--- config.mk ---
export PLATFORM = sky130hd
export DESIGN_NAME = shared_ram_arbiter
export DESIGN_NICKNAME = d
export VERILOG_FILES = /design/src/rtl/arb_pkg.sv /design/src/rtl/arb_strobe_timer.sv /design/src/rtl/arb_burst_seq.sv /design/src/rtl/arb_host_port.sv /design/src/rtl/shared_ram_arbiter.sv
export SDC_FILE = /design/constraint.sdc
export NUM_CORES = 1
export LEC_CHECK = 0
export BUFFER_PORTS_ARGS = -buffer_cell sky130_fd_sc_hd__buf_2
export CORE_MARGIN = 1
export CORE_UTILIZATION = 45
export DETAILED_ROUTE_END_ITERATION = 8
export GPL_ROUTABILITY_DRIVEN = 1
export GPL_TIMING_DRIVEN = 0
export PLACE_DENSITY_LB_ADDON = 0.15
export SETUP_SLACK_MARGIN = 0.4
export SYNTH_ARGS = -nofsm -noshare
export SYNTH_HDL_FRONTEND = slang
export SYNTH_SLANG_ARGS = --single-unit
export TNS_END_PERCENT = 1
--- constraint.sdc ---
create_clock -name clk -period 3.6 [get_ports clk]
set_clock_uncertainty 0.1 [all_clocks]
set_input_delay 0.72 -clock clk [delete_from_list [all_inputs] [get_ports clk]]
set_output_delay 0.72 -clock clk [all_outputs]
set_load 0.01 [all_outputs]
--- src/rtl/arb_pkg.sv ---
package arb_pkg;

    typedef enum logic {
        DIR_STORE = 1'b0,
        DIR_FETCH = 1'b1
    } arb_dir_e;

    typedef enum logic [1:0] {
        HP_IDLE  = 2'd0,
        HP_ISSUE = 2'd1,
        HP_ACK   = 2'd2
    } host_st_e;

    function automatic int slot_len(arb_dir_e d, int tx_pace, int rx_pace);
        return (d == DIR_FETCH) ? tx_pace : rx_pace;
    endfunction

    function automatic int max2(int a, int b);
        return (a > b) ? a : b;
    endfunction

endpackage

--- src/rtl/arb_strobe_timer.sv ---
module arb_strobe_timer #(
    parameter int CYC = 136
) (
    input  logic clk,
    input  logic rst,
    input  logic load,
    output logic active,
    output logic expire
);
    localparam int CW = (CYC > 2) ? $clog2(CYC) : 1;

    logic [CW-1:0] cnt;

    assign expire = active && (cnt == '0);

    always_ff @(posedge clk) begin
        if (rst) begin
            active <= 1'b0;
            cnt    <= '0;
        end else if (load && !active) begin
            active <= 1'b1;
            cnt    <= CW'(CYC - 1);
        end else if (active) begin
            if (cnt == '0) active <= 1'b0;
            else           cnt    <= cnt - 1'b1;
        end
    end

    assert_window_hold_R4: assert property (@(posedge clk) disable iff (rst)
        (active && cnt != '0) |=> active);

endmodule

--- src/rtl/arb_burst_seq.sv ---
module arb_burst_seq
    import arb_pkg::*;
#(
    parameter int BUF_DEPTH = 32,
    parameter int TX_PACE   = 16,
    parameter int RX_PACE   = 8
) (
    input  logic                         clk,
    input  logic                         rst,
    input  logic                         go,
    input  arb_dir_e                     dir,
    input  logic [$clog2(BUF_DEPTH)-1:0] last,
    output logic                         busy,
    output logic [$clog2(BUF_DEPTH)-1:0] idx,
    output logic                         phase_rd,
    output logic                         phase_wr,
    output logic                         done
);
    localparam int IW   = $clog2(BUF_DEPTH);
    localparam int MAXP = max2(TX_PACE, RX_PACE);
    localparam int PW   = $clog2(MAXP);

    logic [PW-1:0] pc;
    logic [PW-1:0] slot_max;

    assign slot_max = PW'(slot_len(dir, TX_PACE, RX_PACE) - 1);
    assign phase_rd = busy && (pc == '0);
    assign phase_wr = busy && (pc == PW'(1));
    assign done     = phase_wr && (idx == last);

    always_ff @(posedge clk) begin
        if (rst) begin
            busy <= 1'b0;
            idx  <= '0;
            pc   <= '0;
        end else if (go) begin
            busy <= 1'b1;
            idx  <= '0;
            pc   <= '0;
        end else if (busy) begin
            if (pc == slot_max) begin
                pc <= '0;
                if (idx == last) busy <= 1'b0;
                else             idx  <= idx + IW'(1);
            end else begin
                pc <= pc + 1'b1;
            end
        end
    end

    assert_idx_bound_R7: assert property (@(posedge clk) disable iff (rst)
        busy |-> (idx <= last));

    assert_done_single_R9: assert property (@(posedge clk) disable iff (rst)
        done |=> !done);

endmodule

--- src/rtl/arb_host_port.sv ---
module arb_host_port
    import arb_pkg::*;
#(
    parameter int ADDR_W = 10,
    parameter int DATA_W = 16
) (
    input  logic              clk,
    input  logic              rst,
    input  logic              req,
    input  logic              hold,
    input  logic [DATA_W-1:0] ram_rdata,
    output logic              issue,
    output logic              ack_n,
    output logic [DATA_W-1:0] rdata
);
    host_st_e st;

    assign issue = (st == HP_IDLE) && req && !hold;

    always_ff @(posedge clk) begin
        if (rst) begin
            st    <= HP_IDLE;
            ack_n <= 1'b1;
            rdata <= '0;
        end else begin
            case (st)
                HP_IDLE:  if (issue) st <= HP_ISSUE;
                HP_ISSUE: begin
                    rdata <= ram_rdata;
                    ack_n <= 1'b0;
                    st    <= HP_ACK;
                end
                HP_ACK:   if (!req) begin
                    ack_n <= 1'b1;
                    st    <= HP_IDLE;
                end
                default:  st <= HP_IDLE;
            endcase
        end
    end

    assert_ack_release_R3: assert property (@(posedge clk) disable iff (rst)
        (!req && !ack_n) |=> ack_n);

    assert_ack_wait_R5: assert property (@(posedge clk) disable iff (rst)
        (st == HP_IDLE && hold) |=> ack_n);

endmodule

--- src/rtl/shared_ram_arbiter.sv ---
module shared_ram_arbiter
    import arb_pkg::*;
#(
    parameter int DATA_W     = 16,
    parameter int ADDR_W     = 10,
    parameter int BUF_DEPTH  = 32,
    parameter int STROBE_CYC = 136,
    parameter int TX_PACE    = 16,
    parameter int RX_PACE    = 8
) (
    input  logic                         clk,
    input  logic                         rst,
    input  logic                         host_req,
    input  logic                         host_we,
    input  logic [ADDR_W-1:0]            host_addr,
    input  logic [DATA_W-1:0]            host_wdata,
    output logic [DATA_W-1:0]            host_rdata,
    output logic                         host_ack_n,
    input  logic                         burst_start,
    input  logic                         burst_mode,
    input  logic                         burst_dir,
    input  logic [$clog2(BUF_DEPTH)-1:0] burst_cnt_m1,
    input  logic [ADDR_W-1:0]            burst_base,
    output logic                         strobe_n,
    output logic                         burst_busy,
    output logic                         burst_done,
    output logic                         xfer_lock,
    output logic                         ram_en,
    output logic                         ram_we,
    output logic [ADDR_W-1:0]            ram_addr,
    output logic [DATA_W-1:0]            ram_wdata,
    input  logic [DATA_W-1:0]            ram_rdata,
    output logic [$clog2(BUF_DEPTH)-1:0] stg_addr,
    output logic                         stg_we,
    output logic [DATA_W-1:0]            stg_wdata,
    input  logic [DATA_W-1:0]            stg_rdata
);
    localparam int IW = $clog2(BUF_DEPTH);

    logic            win_active, win_expire, start_ok, hold, host_issue;
    logic            ph_rd, ph_wr;
    logic [IW-1:0]   idx, last_q;
    logic [ADDR_W-1:0] base_q;
    arb_dir_e        dir_q;

    assign start_ok = burst_start && !burst_mode && !win_active && !burst_busy;
    assign hold     = win_active || burst_busy || start_ok;

    always_ff @(posedge clk) begin
        if (rst) begin
            dir_q  <= DIR_STORE;
            last_q <= '0;
            base_q <= '0;
        end else if (start_ok) begin
            dir_q  <= arb_dir_e'(burst_dir);
            last_q <= burst_cnt_m1;
            base_q <= burst_base;
        end
    end

    arb_strobe_timer #(.CYC(STROBE_CYC)) u_win (
        .clk(clk), .rst(rst), .load(start_ok),
        .active(win_active), .expire(win_expire)
    );

    arb_burst_seq #(.BUF_DEPTH(BUF_DEPTH), .TX_PACE(TX_PACE), .RX_PACE(RX_PACE)) u_seq (
        .clk(clk), .rst(rst), .go(win_expire), .dir(dir_q), .last(last_q),
        .busy(burst_busy), .idx(idx), .phase_rd(ph_rd), .phase_wr(ph_wr),
        .done(burst_done)
    );

    arb_host_port #(.ADDR_W(ADDR_W), .DATA_W(DATA_W)) u_host (
        .clk(clk), .rst(rst), .req(host_req), .hold(hold),
        .ram_rdata(ram_rdata), .issue(host_issue),
        .ack_n(host_ack_n), .rdata(host_rdata)
    );

    assign strobe_n  = !win_active;
    assign xfer_lock = win_active || burst_busy;

    always_comb begin
        if (burst_busy) begin
            ram_en    = (dir_q == DIR_FETCH) ? ph_rd : ph_wr;
            ram_we    = (dir_q == DIR_STORE) && ph_wr;
            ram_addr  = base_q + ADDR_W'(idx);
            ram_wdata = stg_rdata;
        end else begin
            ram_en    = host_issue;
            ram_we    = host_issue && host_we;
            ram_addr  = host_addr;
            ram_wdata = host_wdata;
        end
    end

    assign stg_addr  = idx;
    assign stg_we    = burst_busy && (dir_q == DIR_FETCH) && ph_wr;
    assign stg_wdata = ram_rdata;

    assert_exclusive_R12: assert property (@(posedge clk) disable iff (rst)
        !(win_active && burst_busy));

    assert_burst_follows_R4: assert property (@(posedge clk) disable iff (rst)
        win_expire |=> burst_busy);

    assert_done_in_burst_R9: assert property (@(posedge clk) disable iff (rst)
        burst_done |-> burst_busy);

    assert_host_off_ram_R5: assert property (@(posedge clk) disable iff (rst)
        burst_busy |-> !host_issue);

    assert_mode_ignored_R10: assert property (@(posedge clk) disable iff (rst)
        (burst_start && burst_mode && !win_active && !burst_busy) |=> !win_active);

endmodule

**Word level (Yosys, flattened, before mapping)**

Cells that the tools add are included.

- Register bits: 54
- Word-level logic and storage cells: 82
- Output and inout bits: 71
- Bits of input ports: 80

- Eq/ne operators: 8
- Add/subtract/negate cells: 5
- Bitwise logic cells: 3
- Mux-type cells: 22
- Reduce and logical (&&, ||, !) cells: 32

Operators by type and width:

| cell | count |
|---|---|
| $mux 8 | 3 |
| $mux 16 | 1 |
| $logic_and 1x1->1 | 14 |
| $mux 1 | 11 |
| $add 10x5->10 | 1 |
| $mux 10 | 1 |
| $logic_not 8->1 | 1 |
| $mux 4 | 2 |
| $reduce_and 2->1 | 4 |
| $sub 8x1->8 const B | 1 |
| $ne 2x2->1 const B | 3 |
| $pmux 2 s3 | 1 |
| $add 5x1->5 const B | 1 |
| $eq 5x5->1 | 1 |
| $add 4x1->4 const B | 1 |
| $eq 4x1->1 const B | 1 |
| $eq 4x4->1 | 1 |
| $logic_not 1->1 | 4 |
| $logic_not 4->1 | 1 |
| $mux 2 | 2 |
| $reduce_bool 2->1 | 2 |
| $reduce_or 2->1 | 2 |
| $sub 4x2->4 const B | 1 |
| $not 1->1 | 3 |
| 6 further kinds | 7 |

**Logic depth before layout (Yosys ltp)**

Gate-level depths: netlist (run 1).

- Depth after elaboration: 9
- Gate-level depth with buffers: 6
- Depth with buffers taken out: 6

**Cells and area by module**

From an unflattened synthesis (run 1), not the netlist that was laid out.

- Cell total of the unflattened synthesis: 382
- Area, all modules: 3146.8 µm²

Modules (own cells, without submodules):

| module | seq. area each (µm²) | times used | cells an instance | area an instance (µm²) |
|---|---|---|---|---|
| shared_ram_arbiter | 320.3 | 1 | 185 | 1412.6 |
| arb_host_port | 380.4 | 1 | 81 | 683.2 |
| arb_burst_seq | 200.2 | 1 | 66 | 605.6 |
| arb_strobe_timer | 180.2 | 1 | 50 | 445.4 |

**Least setup slack after synthesis (run 1)**

No wires, ideal clock.

- Kind: register -> output
- Start point: register u_seq.idx[0]
- End point: output port ram_addr[6]
- Arrival: 1.840 ns
- Cell stages (with the launch flop): 7
- Setup slack: 0.940 ns
- Data required time: 2.780 ns
- Cells stage by stage: dfxtp_1 ha_1 fa_1 a21o_1 a21o_1 a211o_1 o311ai_0

- Longest elaborated chain between the ends: 2

RTL lines:

| item | RTL line | text |
|---|---|---|
| from (decl) | arb_burst_seq.sv:14 | `output logic [$clog2(BUF_DEPTH)-1:0] idx,` |
| from (signal assigned) | arb_burst_seq.sv:44 | `else idx <= idx + IW'(1);` |
| $add 10x5->10 | shared_ram_arbiter.sv:85 | `ram_addr = base_q + ADDR_W'(idx);` |
| $mux 10 | shared_ram_arbiter.sv:82 | `if (burst_busy) begin` |
| to (decl) | shared_ram_arbiter.sv:30 | `output logic [ADDR_W-1:0] ram_addr,` |

Every way passes these cells.

**Final worst setup path (run 1)**

Same ends and word-level chain as after synthesis.

==> results.toml, run 1 <==
[detailed_routing]
post_drt_wl_per_cell_um = 13.2
drcViolationCount = 7
vias = 3253
drt-total-wl_mm = 8.15
first_pass_iters = 7
drt_iter0_markers = 135
vias_per_cell = 5.27
ant_nets = 0

[pwr]
power_density_mw_per_mm2 = 359
pwr-share-seq_pct = 45.4
vdd_drop_max_v = 0.000295
p_switching_mw = 0.429
comb_power_share_pct = 24.5
swShare_pct = 29.5
intPower_mw = 1.03
clkPwrFrac_pct = 30.1
p_leak_nw = 1.88

[clock_tree]
cts_hold_buf = 0
cts_setup_buffers = 0
clk_path_buf_depth = 2
clock_tree.root_cell = "clkbuf_8"
insertion_delay_ns = 0.32
cts_tree = "yes"
cts_sinks = 54
clkSlewWorstSetupHoldPaths_ns = 0.10
cts_made_buffers = 5
htree_num_levels = 2

[global_route]
grt_pass1_wl_mm = 13.2
grt_pass1_vias = 2930
antenna_found_initial = 0
grt_max_degree = 18
grt-ovfl-total = 0
groute.usage.overall_pct = 22.8

[synthesis]
netlist_area_mm2 = 0.00308
synth-adder-area-share_pct = 5.11
synthArstFlopShare_pct = 0
synth_warnings = 0
yosysTopAreaCell = "dfxtp_1"
synthMuxAreaShare_pct = 9.58
ys_top_cells_by_count = "nand2_1, dfxtp_1, a21oi_1"
synthCells = 383
synth-xor-area-share_pct = 3.69
synthFlopType = "dfxtp_1"
synth_nets = 475
synth_edf_count = 0
synth.top_cells.by_area = "dfxtp_1, nand2_1, a21oi_1, mux2_2, ha_1"
ys_types = 47
avgSynthCellArea_um2 = 8.05
yosysSeqAreaShare_pct = 35.1
yosys.area_share.simple_pct = 22.6
ys_ff_latch = 54
synth.most_common_cell = "nand2_1"
netlist.area_leader.share_pct = 35.1
synth_compound_area_share_pct = 16.8
synth_top_family_by_area = "simple AND/OR/NAND/NOR gates"

[critical_path]
critPathMaxFanout = 7
critPathLaunchType = "flop"
worstSetupPathType = "flop to primary output"
cp.arrival_ns = 2.27
endpoint_kind = "primary output"
crit_required_ns = 2.78

[layout]
post-route-cell-area_mm2 = 0.00405
stdcell_count = 617
final_util_pct = 62.4
fillers = 578
antenna_cells = 0
area_delta_synth_final_pct = 31.5
fin_nets = 631
drive_above_1_share_pct = 38.1

[timing]
slew_headroom_pct = 50.0
final.min_clock_period_ns = 3.09
finalSetupViolCount = 0
tns_ns = 0
finalCritPeriodShare_pct = 85.7
rsz0062_at_grt = "no"
tightest_slew_ns = 0.745
drv_slew = 0
fmax_mhz = 324
hold_viol = 0

[outcome]
status = "finished, violations left"
violations = "DRC"

[placed_design]
dp_cells = 609
io_buffer_count = 149
place.gp.congestion = 0.781
dp_hpwl_mm = 6.35
dpl_cell_area_mm2 = 0.00393

[floorplanning]
dieArea_mm2 = 0.00719
num_io_pins = 151
die_h_um = 84.8
start_util_pct = 47.5
coreArea_mm2 = 0.00649
rows = 29
die_w_um = 84.8

[hold_path]
hold_path_class = "flop to flop"

[run]
maxCapViolCount = 0
critical path, stage by stage, from the launching register on:
cell      delay (ns)
dfxtp_2         0.37
ha_2            0.22
fa_2            0.36
a21o_1          0.18
a21o_1          0.23
a211o_1         0.29
o311ai_0        0.09
buf_2           0.20
kinds of logic after synthesis:
logic type                 count (synthesis)
AOI/OAI and AO/OA                         84
xor gates and xnor gates                  13
adders and majority gates                 12
buffers and inverters                     42
DFF                                       54
muxes                                     27
and+or+nand+nor                          151
sequential cells by signal, summed over array words and instances (netlist names):
name          count
last_q            5
u_seq.idx         5
u_seq.pc          4
u_host.ack_n      1
dir_q             1
u_win.cnt         8
u_win.active      1
u_host.st         2
u_seq.busy        1
u_host.rdata     16
base_q           10
final timing paths:
check	cells past startpoint	from	to	slack [ns]
setup / recovery	7	u_seq.idx[0]$_SDFFE_PP0P_	ram_addr[6]	0.51
hold / removal	2	u_host.rdata[14]$_SDFFE_PP0P_	u_host.rdata[14]$_SDFFE_PP0P_	0.36
setup reg to reg	6	u_seq.busy$_SDFF_PP0_	last_q[1]$_SDFFE_PP0P_	1.62
hold reg to reg	2	u_host.rdata[14]$_SDFFE_PP0P_	u_host.rdata[14]$_SDFFE_PP0P_	0.36
routing by layer:
metal | track usage [%] | up-vias | wire length [um]
li1 | - | 1628 | -
met1 | 27.9 | 1517 | 3610
met2 | 40.0 | 95 | 4020
met3 | 4.82 | 13 | 412
met4 | 7.24 | 0 | 106
met5 | 0 | - | 0
power by group through the flow:
stage	Sequential [mW]	Clock, mW	Combinational [mW]
after global placement	0.672	0	0.349
after floorplan	0.673	0	0.217
after global routing	0.665	0.470	0.393
after CTS	0.659	0.444	0.359
final	0.660	0.438	0.356
after detailed placement	0.673	0	0.356
cells in the final DEF (no fill, tap or decap), types with 2 or more instances in the layout:
cell       count
o21ai_0        4
dfxtp_1       53
a221oi_1       2
a211oi_1       8
a311oi_1       2
buf_1          3
xnor2_1        4
nand3_1        7
nand4b_1       2
mux2_2        20
o2111ai_1      2
nand3b_1       3
buf_2        152
ha_1          10
inv_1          9
clkbuf_8       6
xor2_1         9
nor3_1         6
a21oi_1       46
buf_4         16
nor3b_1        2
a31oi_1        2
nand2_1       86
o211ai_1       4
nand4_1        2
a21o_1         4
clkbuf_1      11
nor2_1        23
a211o_1        3
and3_1         3
nand2b_1       7
mux2i_1        7
nor2b_1        3
stage by stage:
stage	power [mW]	setup slack (ns)	hold slack, ns
floorplan	0.890	0.940	0.340
global placement	1.02	0.731	0.339
detailed placement	1.03	0.711	0.343
CTS	1.46	0.403	0.358
global route	1.53	0.408	0.376
finish	1.45	0.515	0.356
what timing repair did:
action	CTS	global route
gates resized for setup	1	2
cloned	0	0
endpoints found under the setup margin	2	3
layout make-up:
class | instances | area [um^2] | share of cell area, %
multi-input cells | 287 | 1790 | 44.1
flip-flops and latches | 54 | 1080 | 26.7
repair buffers | 149 | 746 | 18.4
plain buffers | 33 | 188 | 4.63
well taps | 77 | 96.3 | 2.38
clock buffers | 6 | 82.6 | 2.04
clock inverters | 2 | 38.8 | 0.957
inverters | 9 | 33.8 | 0.834
Power figures use the tool's default switching activity.
==> run 2: changes to the inputs <==
CORE_UTILIZATION = 48   (was 45)
==> run 2 against run 1 <==
  * The run now ends clean
  * Combinational power about the same
  * Routed wire length is 1.4% lower
  * Non-clock buffer count unchanged
  * Design area decreased by 0.77%
  * First-iteration DRC count rose by 5.9%
  * Register-to-register slack got worse by 0.06 ns
  * Sequential power is essentially flat
==> results.toml, run 2 (synthesized netlist as in run 1, its figures left out) <==
[timing]
tns_ns = 0
tightest_slew_ns = 0.683
final.min_clock_period_ns = 3.07
hold_viol = 0
rsz0062_at_grt = "no"
drv_slew = 0
finalSetupViolCount = 0
finalCritPeriodShare_pct = 85.3
whs_ns = 0.360
slew_headroom_pct = 54.1
fmax_mhz = 326

[floorplanning]
die_h_um = 82.1
start_util_pct = 50.9
rows = 28
coreArea_mm2 = 0.00606
num_io_pins = 151
die_w_um = 82.1
dieArea_mm2 = 0.00675

[clock_tree]
clk_path_buf_depth = 2
cts_made_buffers = 5
cts_sinks = 54
insertion_delay_ns = 0.30
clock_tree.root_cell = "clkbuf_8"
cts_setup_buffers = 0
htree_num_levels = 2
cts_resized = 1
cts_hold_buf = 0
cts_tree = "yes"
clkSlewWorstSetupHoldPaths_ns = 0.10

[detailed_routing]
vias_per_cell = 5.22
drcViolationCount = 0
post_drt_wl_per_cell_um = 13.1
drt-total-wl_mm = 8.03
drt_iter0_markers = 143
first_pass_iters = 4
ant_nets = 0
vias = 3212

[pwr]
swShare_pct = 30.3
pwr-share-seq_pct = 48.3
comb_power_share_pct = 26.1
intPower_mw = 0.952
p_total_mw = 1.37
vdd_drop_max_v = 0.000295
power_density_mw_per_mm2 = 340
p_switching_mw = 0.415
p_leak_nw = 1.87
clkPwrFrac_pct = 25.6

[critical_path]
worstSetupPathType = "flop to primary output"
endpoint_kind = "primary output"
worst_path_most_repeated_cell = "a21o_1"
r2r_cells = 6
slowest_delay_ns = 0.38
critPathLaunchType = "flop"
critPathMaxFanout = 7
cp.arrival_ns = 2.25
crit_path_top_delay_cell = "dfxtp_2"
r2r-end = "base_q[5]$_SDFFE_PP0P_"
crit_end = "ram_addr[6]"
crit_required_ns = 2.78
reg2reg_from = "u_seq.busy$_SDFF_PP0_"
cp_cell_sequence = "ha_2 > fa_2 > a21o_1 > a21o_1 > a211o_1 > o311ai_0 > buf_2"
r2r_setup_slack_ns = 1.56
critPathLaunch = "u_seq.idx[0]$_SDFFE_PP0P_"

[layout]
drive_above_1_share_pct = 38.1
final_util_pct = 66.4
reg_top3 = "u_host.rdata: 16 flops, base_q: 10 flops, u_win.cnt: 8 flops"
final_common_cell = "buf_2"
final_cell_mix = "buf_2, nand2_1, dfxtp_1, a21oi_1, nor2_1"
largest_reg_flops = 16
top_register = "u_host.rdata"
fin_nets = 631
area_delta_synth_final_pct = 30.4
antenna_cells = 0
stdcell_count = 615

[run]
maxCapViolCount = 0

[global_route]
grt-ovfl-total = 0
grt_pass1_vias = 2907
grt_max_degree = 16
groute.usage.overall_pct = 23.8
grt_pass1_wl_mm = 12.4
antenna_found_initial = 0

[placed_design]
dp_cells = 607
dp_hpwl_mm = 6.22
place.gp.congestion = 0.883
io_buffer_count = 149

[hold_path]
hold_path_class = "flop to flop"

[outcome]
status = "completed"
[run 2: critical path, delay by kind of cell (launching register included)]
family | cells | cell delay (ns)
buf+inv | 1 | 0.21
flops | 1 | 0.38
compound gates | 4 | 0.78
fa+ha+maj | 2 | 0.57
[run 2: area by class of cell]
type,instances,area (um^2)
fillers,552,2040
multi-input cells,287,1790
flip-flops and latches,54,1080
repair buffers,149,746
plain buffers,33,189
well taps,75,93.8
clock buffers,7,86.3
inverters,9,33.8
clock inverters,1,5.00
[run 2: worst min-delay path by stage]
stage	slack, ns	endpoint	cells after the start	from
after floorplan	0.34	base_q[0]$_SDFFE_PP0P_	2	base_q[0]$_SDFFE_PP0P_
after global placement	0.34	u_host.rdata[13]$_SDFFE_PP0P_	2	u_host.rdata[13]$_SDFFE_PP0P_
after detailed placement	0.35	u_host.rdata[12]$_SDFFE_PP0P_	2	u_host.rdata[12]$_SDFFE_PP0P_
after CTS	0.36	u_host.rdata[1]$_SDFFE_PP0P_	2	u_host.rdata[1]$_SDFFE_PP0P_
after global routing	0.38	u_host.rdata[5]$_SDFFE_PP0P_	2	u_host.rdata[5]$_SDFFE_PP0P_
final	0.36	u_host.rdata[2]$_SDFFE_PP0P_	2	u_host.rdata[2]$_SDFFE_PP0P_
[run 2: power groups by stage]
stage	registers, mW	clock network [mW]	logic, mW
final	0.660	0.350	0.357
after floorplan	0.673	0	0.217
after CTS	0.659	0.355	0.358
after global placement	0.672	0	0.349
after global routing	0.665	0.383	0.400
after detailed placement	0.673	0	0.357
[run 2: metrics by stage]
step	setup slack (ns)	instance area (um^2)
final	0.529	4020
after global routing	0.426	4020
after CTS	0.421	4020
after detailed placement	0.720	3920
after global placement	0.721	3920
after floorplan	0.940	3080
[run 2: metal layers]
| metal | global-route usage [%] | routed length, um | vias to the layer above |
|---|---|---|---|
| li1 | - | - | 1624 |
| met1 | 28.2 | 3530 | 1470 |
| met2 | 42.5 | 3930 | 104 |
| met3 | 4.62 | 432 | 14 |
| met4 | 8.07 | 144 | 0 |
| met5 | 0 | 0 | - |
==> run 3: changes to the inputs <==
ABC_AREA = 1   (was not set)
==> run 3 against run 2 <==
  * Sequential cell count is the same
  * Count of clock-buffer cells in the layout is the same
  * Synthesized cell count grew 23%
  * Highest routed layer unchanged
  * Critical path type unchanged
==> results.toml, run 3 <==
[critical_path]
cp_num_buf_inv = 1
worst_path_most_repeated_cell = "nand3_1"
endpoint_kind = "primary output"
crit_required_ns = 2.78
reg2reg_from = "u_win.cnt[0]$_SDFFE_PP0P_"
critPathMaxFanout = 7
slowest_delay_ns = 0.42
cp.arrival_ns = 2.12
crit_path_top_delay_cell = "fa_1"
r2r_setup_slack_ns = 2.15
worstSetupPathType = "flop to primary output"
critPathLaunchType = "flop"
cp_top_family = "adder cells"
r2r_cells = 9
cp_cell_sequence = "ha_1 > fa_1 > nand3_1 > nand2_1 > nand3_1 > a21oi_1 > o21ai_0 > buf_2"
r2r-end = "u_win.cnt[1]$_SDFFE_PP0P_"

[clock_tree]
cts_tree = "yes"
cts_made_buffers = 5
cts_setup_buffers = 0
cts_resized = 0
cts_hold_buf = 0
insertion_delay_ns = 0.31
cts_sinks = 54
clock_tree.root_cell = "clkbuf_8"
clkSlewWorstSetupHoldPaths_ns = 0.10
clk_path_buf_depth = 2
htree_num_levels = 2

[synthesis]
synth_edf_count = 0
avgSynthCellArea_um2 = 6.74
yosysTopAreaCell = "dfxtp_1"
synth.top_cells.by_area = "dfxtp_1, nand2_1, nor2_1, o21ai_0, ha_1"
synth_warnings = 0
synth_nets = 565
synthFlopType = "dfxtp_1"
synthCells = 473
netlist_area_mm2 = 0.00319
ys_ff_latch = 54
synthArstFlopShare_pct = 0
ys_types = 37
synth.most_common_cell = "nand2_1"
netlist.area_leader.share_pct = 33.9
ys_top_cells_by_count = "nand2_1, nor2_1, dfxtp_1"
yosysSeqAreaShare_pct = 33.9

[global_route]
grt_pass1_vias = 3078
use_met1_pct = 27.3
global_route.usage.met3_pct = 5.84
grt_max_degree = 17
antenna_found_initial = 0
grt_pass1_wl_mm = 13.6
groute.usage.overall_pct = 23.5
grt_util_met2_pct = 42.9
grt-ovfl-total = 0
top_usage_layer = "met2"

[placed_design]
io_buffer_count = 149
dp_hpwl_mm = 6.32
place.gp.congestion = 0.842
dpl_worst_slack_ns = 1.03

[timing]
drv_slew = 0
final.min_clock_period_ns = 2.94
tightest_slew_ns = 0.467
fmax_mhz = 340
finalSetupViolCount = 0
hold_viol = 0
rsz0062_at_grt = "no"
finalCritPeriodShare_pct = 81.7
setup_slack_ns = 0.658
tns_ns = 0
whs_ns = 0.379
slew_headroom_pct = 68.9

[detailed_routing]
first_pass_iters = 4
ant_nets = 0
vias = 3421
drcViolationCount = 0
drt-total-wl_mm = 8.15
drt_iter0_markers = 112
post_drt_wl_per_cell_um = 11.5
vias_per_cell = 4.84

[layout]
seq_area_mm2 = 0.00108
top_register = "u_host.rdata"
final_cell_mix = "buf_2, nand2_1, nor2_1, dfxtp_1, o21ai_0"
largest_reg_flops = 16
final_common_cell = "buf_2"
area_delta_synth_final_pct = 29.7
antenna_cells = 0
reg_top3 = "u_host.rdata: 16 flops, base_q: 10 flops, u_win.cnt: 8 flops"
drive_above_1_share_pct = 33.7
multi_input_comb_area_mm2 = 0.00176
fillers = 594
fin_nets = 721
final_util_pct = 64.8

[hold_path]
min_path_cells = 2
hold_start = "last_q[1]$_SDFFE_PP0P_"
hold_path_class = "flop to flop"
worstHoldEndpoint = "last_q[1]$_SDFFE_PP0P_"

[outcome]
status = "completed"

[floorplanning]
die_h_um = 83.5
num_io_pins = 151
rows = 29
dieArea_mm2 = 0.00697
coreArea_mm2 = 0.00639
die_w_um = 83.5
start_util_pct = 49.9

[pwr]
p_leak_nw = 2.22
power_density_mw_per_mm2 = 395
vdd_drop_max_v = 0.000279

[run]
maxCapViolCount = 0
-- run 3: cell types whose count changed after synthesis, moves of 8 or more --
cell	previous run	this run
nor2_1	23	73
o21ai_0	4	38
nand3_1	7	22
a211oi_1	8	0
inv_1	9	30
a21oi_1	46	20
nand2_1	86	131
mux2_2	20	0
-- run 3: how the worst max path moves through the flow --
stage | from | to | depth (start not counted)
global route | u_seq.idx[0]$_SDFFE_PP0P_ | ram_addr[6] | 9
floorplan | u_seq.idx[0]$_SDFFE_PP0P_ | ram_addr[6] | 7
finish | u_seq.idx[0]$_SDFFE_PP0P_ | ram_addr[6] | 8
detailed placement | u_seq.idx[0]$_SDFFE_PP0P_ | ram_addr[6] | 8
CTS | u_seq.idx[0]$_SDFFE_PP0P_ | ram_addr[6] | 8
global placement | u_seq.idx[0]$_SDFFE_PP0P_ | ram_addr[8] | 8
-- run 3: area by class of cell --
class	count	share of cell area, %
Sequential cell	54	26.1
Tap cell	77	2.33
Clock inverter	1	0.212
Clock buffer	7	2.33
Inverter	38	3.57
Buffer	32	4.90
Multi-Input combinational cell	349	42.5
Timing Repair Buffer	149	18.0
-- run 3: per-stage QoR --
step	instance area (um^2)	std cells	power [mW]
after floorplan	3190	473	1.06
after global placement	4030	699	1.25
after detailed placement	4030	699	1.26
after CTS	4140	707	1.64
after global routing	4140	707	1.74
final	4140	707	1.63
-- run 3: report_power, final --
part	total, mW	internal (mW)	switching (mW)
combinational	0.559	0.223	0.336
sequential	0.692	0.653	0.0391
clock	0.382	0.177	0.205
total	1.63	1.05	0.580
-- run 3: logic make-up (layout without fill, tap and decap cells) --
logic type | after synthesis | count (layout) | share of synthesized area [%]
buffers and inverters | 70 | 227 | 11.0
flip-flops | 54 | 54 | 33.9
XOR/XNOR | 12 | 12 | 3.30
AO/OA/AOI/OAI | 70 | 70 | 11.9
adder cells (fa/ha/maj) | 12 | 12 | 4.95
AND/OR/NAND/NOR | 255 | 255 | 35.0
-- run 3: worst register-to-register path: stages, from the launching register on --
cell	delay (ns)
dfxtp_1	0.34
inv_1	0.09
ha_1	0.20
nand2_1	0.08
inv_1	0.05
nand2_2	0.09
nand2_4	0.10
inv_4	0.11
nand2_1	0.05
nor3b_2	0.14
-- run 3: layer usage --
layer	share of wire, %	vias to the layer above	routed length, um
met5	0	-	0
met4	0.93	0	76
met3	7.7	7	629
met2	49	120	3990
met1	42	1495	3450
li1	-	1799	-
